**src/rtl/ssx_pkg.sv**
```systemverilog
package ssx_pkg;
  typedef enum logic [2:0] {
    MODE_OFF  = 3'b000,
    MODE_SYNC = 3'b001
  } ssx_mode_e;
endpackage

```
**src/rtl/ssx_baud.sv**
```systemverilog
module ssx_baud #(
  parameter int DIV_W = 8
) (
  input  logic             clk,
  input  logic             rst,
  input  logic             run,
  input  logic [DIV_W-1:0] half_div,
  output logic             tick
);
  logic [DIV_W-1:0] cnt_q;

  assign tick = run && (cnt_q == half_div);

  always_ff @(posedge clk) begin
    if (rst || !run) cnt_q <= '0;
    else if (tick)   cnt_q <= '0;
    else             cnt_q <= cnt_q + 1'b1;
  end

  // a divider above zero never yields two ticks back to back
  p_tick_spacing_r7: assert property (@(posedge clk) disable iff (rst)
    (tick && half_div != '0 && $stable(half_div)) |=> !tick);
endmodule

```
**src/rtl/ssx_tx.sv**
```systemverilog
module ssx_tx #(
  parameter int DATA_W = 8,
  localparam int IDX_W = $clog2(DATA_W)
) (
  input  logic              clk,
  input  logic              rst,
  input  logic              active,
  input  logic              wr,
  input  logic [DATA_W-1:0] wdata,
  input  logic              load,
  input  logic              shift,
  input  logic              stop,
  input  logic [IDX_W-1:0]  bit_idx,
  input  logic              inv,
  output logic              tb_full,
  output logic              txd
);
  logic [DATA_W-1:0] hold_q;
  logic [DATA_W-1:0] xreg_q;

  always_ff @(posedge clk) begin
    if (rst || !active) begin
      hold_q  <= '0;
      xreg_q  <= '0;
      tb_full <= 1'b0;
      txd     <= 1'b1;
    end else begin
      if (load) begin
        xreg_q <= hold_q;
        txd    <= hold_q[bit_idx] ^ inv;
      end else if (shift) begin
        txd    <= xreg_q[bit_idx] ^ inv;
      end else if (stop) begin
        txd    <= 1'b1;
      end
      if (wr) begin
        hold_q  <= wdata;
        tb_full <= 1'b1;
      end else if (load) begin
        tb_full <= 1'b0;
      end
    end
  end

  // leaving synchronous mode empties the buffer and parks the pin high
  p_flush_tx_r11: assert property (@(posedge clk) disable iff (rst)
    $past(!active) |-> (!tb_full && txd));
endmodule

```
**src/rtl/ssx_rx.sv**
```systemverilog
module ssx_rx #(
  parameter int DATA_W = 8,
  localparam int IDX_W = $clog2(DATA_W)
) (
  input  logic              clk,
  input  logic              rst,
  input  logic              active,
  input  logic              rx_en,
  input  logic              samp,
  input  logic              last,
  input  logic [IDX_W-1:0]  bit_idx,
  input  logic              rxd,
  input  logic              inv,
  input  logic              rd,
  output logic [DATA_W-1:0] rb_data,
  output logic              done,
  output logic              ovr
);
  logic [DATA_W-1:0] sh_q;
  logic [DATA_W-1:0] merged;
  logic              finish;

  always_comb begin
    merged          = sh_q;
    merged[bit_idx] = rxd ^ inv;
  end

  assign finish = samp && last && rx_en;

  always_ff @(posedge clk) begin
    if (rst || !active) begin
      sh_q    <= '0;
      rb_data <= '0;
      done    <= 1'b0;
      ovr     <= 1'b0;
    end else begin
      if (!rx_en || finish) sh_q <= '0;
      else if (samp)        sh_q <= merged;
      if (finish) begin
        rb_data <= merged;
        done    <= 1'b1;
        ovr     <= ovr | done;
      end else if (rd) begin
        done <= 1'b0;
      end
    end
  end

  // overrun only rises when an unread byte was already waiting
  p_overrun_cause_r10: assert property (@(posedge clk) disable iff (rst)
    $rose(ovr) |-> $past(done));
  // completion only follows the last sample with reception allowed
  p_done_source_r9: assert property (@(posedge clk) disable iff (rst)
    $rose(done) |-> $past(samp && last && rx_en));
endmodule

```
**src/rtl/ssx_top.sv**
```systemverilog
module ssx_top #(
  parameter int DATA_W = 8,
  parameter int DIV_W  = 8
) (
  input  logic              clk,
  input  logic              rst,
  input  logic [2:0]        mode_i,
  input  logic              tx_en_i,
  input  logic              rx_en_i,
  input  logic              clk_pol_i,
  input  logic              msb_first_i,
  input  logic              data_inv_i,
  input  logic [DIV_W-1:0]  half_div_i,
  input  logic              tb_wr_i,
  input  logic [DATA_W-1:0] tb_data_i,
  input  logic              rb_rd_i,
  output logic [DATA_W-1:0] rb_data_o,
  output logic              tb_empty_o,
  output logic              rx_done_o,
  output logic              overrun_o,
  output logic              sclk_o,
  output logic              txd_o,
  input  logic              rxd_i
);
  import ssx_pkg::*;

  localparam int IDX_W = $clog2(DATA_W);
  localparam logic [IDX_W-1:0] LAST_IDX = IDX_W'(DATA_W - 1);

  logic             active, tb_full, tick;
  logic             busy_q, half_q;
  logic [IDX_W-1:0] cnt_q, nxt_cnt;
  logic             start, samp, adv, last, shift, stop;
  logic [IDX_W-1:0] cur_idx, nxt_idx, first_idx, launch_idx;

  assign active  = (mode_i == MODE_SYNC);
  assign start   = active && tx_en_i && tb_full && !busy_q;
  assign samp    = tick && !half_q;
  assign adv     = tick && half_q;
  assign last    = (cnt_q == LAST_IDX);
  assign shift   = adv && !last;
  assign stop    = adv && last;
  assign nxt_cnt = cnt_q + 1'b1;

  assign cur_idx    = msb_first_i ? (LAST_IDX - cnt_q)   : cnt_q;
  assign nxt_idx    = msb_first_i ? (LAST_IDX - nxt_cnt) : nxt_cnt;
  assign first_idx  = msb_first_i ? LAST_IDX : '0;
  assign launch_idx = start ? first_idx : nxt_idx;

  always_ff @(posedge clk) begin
    if (rst || !active) begin
      busy_q <= 1'b0;
      half_q <= 1'b0;
      cnt_q  <= '0;
      sclk_o <= !clk_pol_i;
    end else if (start) begin
      busy_q <= 1'b1;
      half_q <= 1'b0;
      cnt_q  <= '0;
      sclk_o <= clk_pol_i;
    end else if (samp) begin
      half_q <= 1'b1;
      sclk_o <= !clk_pol_i;
    end else if (stop) begin
      busy_q <= 1'b0;
      half_q <= 1'b0;
    end else if (shift) begin
      half_q <= 1'b0;
      cnt_q  <= nxt_cnt;
      sclk_o <= clk_pol_i;
    end else if (!busy_q) begin
      sclk_o <= !clk_pol_i;
    end
  end

  assign tb_empty_o = !tb_full;

  ssx_baud #(.DIV_W(DIV_W)) u_baud (
    .clk      (clk),
    .rst      (rst),
    .run      (busy_q),
    .half_div (half_div_i),
    .tick     (tick)
  );

  ssx_tx #(.DATA_W(DATA_W)) u_tx (
    .clk     (clk),
    .rst     (rst),
    .active  (active),
    .wr      (tb_wr_i),
    .wdata   (tb_data_i),
    .load    (start),
    .shift   (shift),
    .stop    (stop),
    .bit_idx (launch_idx),
    .inv     (data_inv_i),
    .tb_full (tb_full),
    .txd     (txd_o)
  );

  ssx_rx #(.DATA_W(DATA_W)) u_rx (
    .clk     (clk),
    .rst     (rst),
    .active  (active),
    .rx_en   (rx_en_i),
    .samp    (samp),
    .last    (last),
    .bit_idx (cur_idx),
    .rxd     (rxd_i),
    .inv     (data_inv_i),
    .rd      (rb_rd_i),
    .rb_data (rb_data_o),
    .done    (rx_done_o),
    .ovr     (overrun_o)
  );

  // mid-frame data steps coincide with the clock moving to the polarity level
  p_launch_edge_r1: assert property (@(posedge clk) disable iff (rst)
    (busy_q && $past(busy_q) && $stable(clk_pol_i) && txd_o != $past(txd_o))
      |-> (sclk_o == clk_pol_i));
  // an idle clock pin rests opposite to the polarity control
  p_idle_level_r3: assert property (@(posedge clk) disable iff (rst)
    (!busy_q && !$past(busy_q) && $stable(clk_pol_i)) |-> (sclk_o == !clk_pol_i));
  // a frame begins only from a loaded buffer with transmission allowed
  p_start_gate_r8: assert property (@(posedge clk) disable iff (rst)
    $rose(busy_q) |-> $past(tb_full && tx_en_i && active));
endmodule

```
**config.mk**
```make
export PLATFORM = sky130hd
export DESIGN_NAME = ssx_top
export DESIGN_NICKNAME = d
export VERILOG_FILES = /design/src/rtl/ssx_pkg.sv /design/src/rtl/ssx_baud.sv /design/src/rtl/ssx_tx.sv /design/src/rtl/ssx_rx.sv /design/src/rtl/ssx_top.sv
export SDC_FILE = /design/constraint.sdc
export NUM_CORES = 1
export LEC_CHECK = 0
export ABC_AREA = 1
export BUFFER_PORTS_ARGS = -buffer_cell sky130_fd_sc_hd__buf_2
export CAP_MARGIN = 40
export CORE_AREA = 2 2 78 80
export CTS_BUF_LIST = sky130_fd_sc_hd__clkbuf_8
export CTS_CLUSTER_DIAMETER = 40
export DETAILED_ROUTE_END_ITERATION = 6
export DIE_AREA = 0 0 80 82
export GPL_TIMING_DRIVEN = 1
export PLACE_DENSITY = 0.69
export SYNTH_ARGS = -nofsm -noshare
export SYNTH_HDL_FRONTEND = slang
export SYNTH_SLANG_ARGS = --single-unit
```
**constraint.sdc**
```tcl
create_clock -name clk -period 2 [get_ports clk]
set_input_delay 0 -clock clk [delete_from_list [all_inputs] [get_ports clk]]
set_output_delay 0 -clock clk [all_outputs]
set_load 0.1 [all_outputs]
```
==> flow_summary.json <==
{
  "r2r_setup_slack_ns": 0.18,
  "clock_latency_ns": 0.30,
  "status": "finished clean",
  "synth_compound_area_share_pct": 14.6,
  "synth_top_area_share_pct": 35.6,
  "groute.usage.overall_pct": 20.1,
  "grt_max_degree": 18,
  "clockRootBuffer": "clkbuf_8",
  "cts_buffers": 5,
  "finalSetupViolations": 0,
  "grt_antenna_before_repair": 0,
  "final.period_utilization_pct": 90.8,
  "synth_xor_xnor_area_share_pct": 3.50,
  "grt_use_met1_pct": 23.2,
  "fin_ws_ns": 0.184,
  "yosysUniqueCellTypes": 40,
  "die_area_mm2": 0.00656,
  "crit_chain": "ha_1 > xor2_1 > o21ai_1 > nand3_1 > nand3_1 > nand2_1 > nand2_1 > nand3_1 > nand3_1 > nand2_1",
  "crit_path_start_kind": "flip-flop",
  "num_vias": 2570,
  "place_congestion": 0.933,
  "postSynthAreaPerCell_um2": 7.11,
  "core_area_mm2": 0.00575,
  "ys.warnings.count": 0,
  "io_pins": 42,
  "hold_path.class": "in2reg",
  "slew_violations": 0,
  "rows": 28,
  "portBuffers": 41,
  "cts_tree": "yes",
  "fin_skew_ns": 0.00612,
  "start_util_pct": 47.9,
  "synth-edff-count": 1,
  "yosysSeqAreaShare_pct": 36.7,
  "synth_top_family_by_area": "simple AND/OR/NAND/NOR gates",
  "drcViolationCount": 0,
  "synth-main-ff-cell": "dfxtp_1",
  "maxSlewHeadroom_pct": 52.9,
  "power.density_mw_per_mm2": 548,
  "synth_area_leaders": "dfxtp_1, nand2_1, inv_1",
  "leakagePower_uw": 0.00133,
  "grt-busiest-layer": "met2",
  "pre_cts_ws_ns": 0.217,
  "firstDrtPassIters": 4,
  "syn_area_mm2": 0.00275,
  "tns_ns": 0,
  "die_x_um": 80,
  "htree_levels": 2,
  "grt_pass1_wl_um": 10500,
  "first_global_vias": 2470,
  "worst_pin_slew_ns": 0.702,
  "antenna_left": 0,
  "yosysTopAreaCell": "dfxtp_1",
  "end_kind": "flip-flop",
  "synth_cells": 387,
  "syn_to_final_growth_pct": 18.2,
  "dr.first_iter.drc_count": 83,
  "finalHoldViolations": 0,
  "dpl.cell_count": 501,
  "cpPeakStageDelay_ns": 0.37,
  "fp.dieH_um": 82,
  "cp_slowest_cell": "o21ai_1",
  "clkSinkCount": 50,
  "max-cap-violations": 0,
  "cts.clk_slew.worst_paths_ns": 0.10,
  "crit_arrival_ns": 2.02,
  "yosys.area_share.simple_pct": 34.8,
  "antenna_cells": 0,
  "grt_overflow": 0,
  "crit_top_cell": "nand3_1",
  "ys_seq_elements": 50,
  "worstPathRequired_ns": 2.20,
  "async_reset_ff_share_pct": 0,
  "max_freq_ghz": 0.551,
  "synthMuxAreaShare_pct": 0,
  "period_minus_slack_ns": 1.82,
  "via_per_inst": 4.94,
  "hpwlAfterDp_um": 4660,
  "crit_type": "reg2reg",
  "instances_no_fill": 520,
  "wirelength_um": 6130,
  "nNetsFinal": 476,
  "final_layout_size_suffix_gt1_share_pct": 22.0,
  "cts_max_path_buffers": 2,
  "wl_per_cell_um": 11.8,
  "cp_max_fo": 6,
  "synthAdderAreaFrac_pct": 1.36,
  "use_met2_pct": 38.0,
  "irDropWorstVdd_mv": 0.277,
  "grt_use_met3_pct": 3.30,
  "grt_setup_unrepaired": "no",
  "synth_nets": 419
}
[synthesized netlist by cell type (all sizes together) (4+ instances only)]
master	number
nor2	48
xnor2	5
nand4	5
dfxtp	49
inv	57
nand3b	4
nand2	85
a21oi	36
o21ai	27
nor3	5
or2	4
nand3	38
clkbuf	4
[routing by layer]
metal | wire (um) | share of wire [%]
met5 | 0 | 0
met4 | 98 | 1.6
met3 | 218 | 3.6
met2 | 3070 | 50
met1 | 2750 | 45
[logic make-up (layout without fill, tap and decap cells)]
family          count (synthesis)  in the layout
fa+ha+maj                       3              3
buf+inv                        63            121
compound gates                 69             69
xor+xnor                        8              8
flops                          50             50
simple gates                  194            194
[critical path, delay by kind of cell (launching register included)]
family | cells | cell delay (ns)
flip-flops | 1 | 0.33
AO/OA/AOI/OAI | 1 | 0.37
XOR/XNOR | 1 | 0.19
adder cells (fa/ha/maj) | 1 | 0.32
AND/OR/NAND/NOR | 7 | 0.52
[state kept, by name, summed over array words and instances, names as in the netlist]
signal / flops
u_tx.hold_q: 8
u_rx.ovr: 1
u_baud.cnt_q: 8
u_rx.rb_data: 8
cnt_q: 3
sclk_o: 1
u_tx.tb_full: 1
busy_q: 1
u_rx.sh_q: 8
half_q: 1
u_tx.xreg_q: 8
u_tx.txd: 1
u_rx.done: 1
[path summary, 6_finish.rpt]
check,endpoint,from,cells after the start
min,sclk_o,clk_pol_i,4
max,u_tx.txd,cnt_q[0],10
max reg2reg,u_tx.txd,cnt_q[0],10
min reg2reg,u_rx.rb_data[1],u_rx.rb_data[1],2
[stage by stage]
| stage | total power (uW) | hold WS (ns) | utilization [%] | cell area, um2 |
|---|---|---|---|---|
| after detailed placement | 1200 | 0.250 | 53.0 | 3050 |
| after CTS | 1810 | 0.0362 | 56.3 | 3240 |
| after floorplan | 1140 | 0.113 | - | 2750 |
| after global routing | 1860 | 0.0539 | 56.6 | 3250 |
| final | 1780 | 0.0433 | 56.6 | 3250 |
| after global placement | 1200 | 0.242 | 53.0 | 3050 |
[placed cells by master (no fill, tap or decap), types with 3 or more instances in the layout]
cell type and count:
dfxtp_1 49, nand2_1 76, nand3_1 36, ha_1 3, inv_1 50, o21ai_0 24, nor2_2 3, clkbuf_8 5
a21oi_1 28, nand2_2 5, dlygate4sd3_1 10, nand3b_1 4, inv_2 6, a211oi_1 3, nor2_1 41, xnor2_1 4
nand4_1 3, buf_2 41, or2_2 3, nand2_4 4, nor2_4 4, a21oi_2 8, o21ai_1 3, buf_4 5
nor3_1 4
[power breakdown]
| group | switching, uW | internal, uW | total, uW |
|---|---|---|---|
| sequential | 1.19 | 1000 | 1000 |
| combinational | 113 | 74.6 | 188 |
| clock | 346 | 248 | 593 |
[cell type report]
class	count	area (um2)
clock inverters	3	20.0
clock buffers	5	68.8
well taps	75	93.8
inverters	57	216
repair buffers	56	343
multi-input cells	274	1500
flip-flops and latches	50	1010
fillers	591	2490
[what timing repair did]
action / 4_1_cts / 5_1_grt
setup buffers: 0 / 1
gates resized for setup: 0 / 2
hold buffers: 10 / 0
hold endpoints to repair: 10 / 0
setup endpoints to repair: 0 / 4
(Power assumes the default switching activity.)
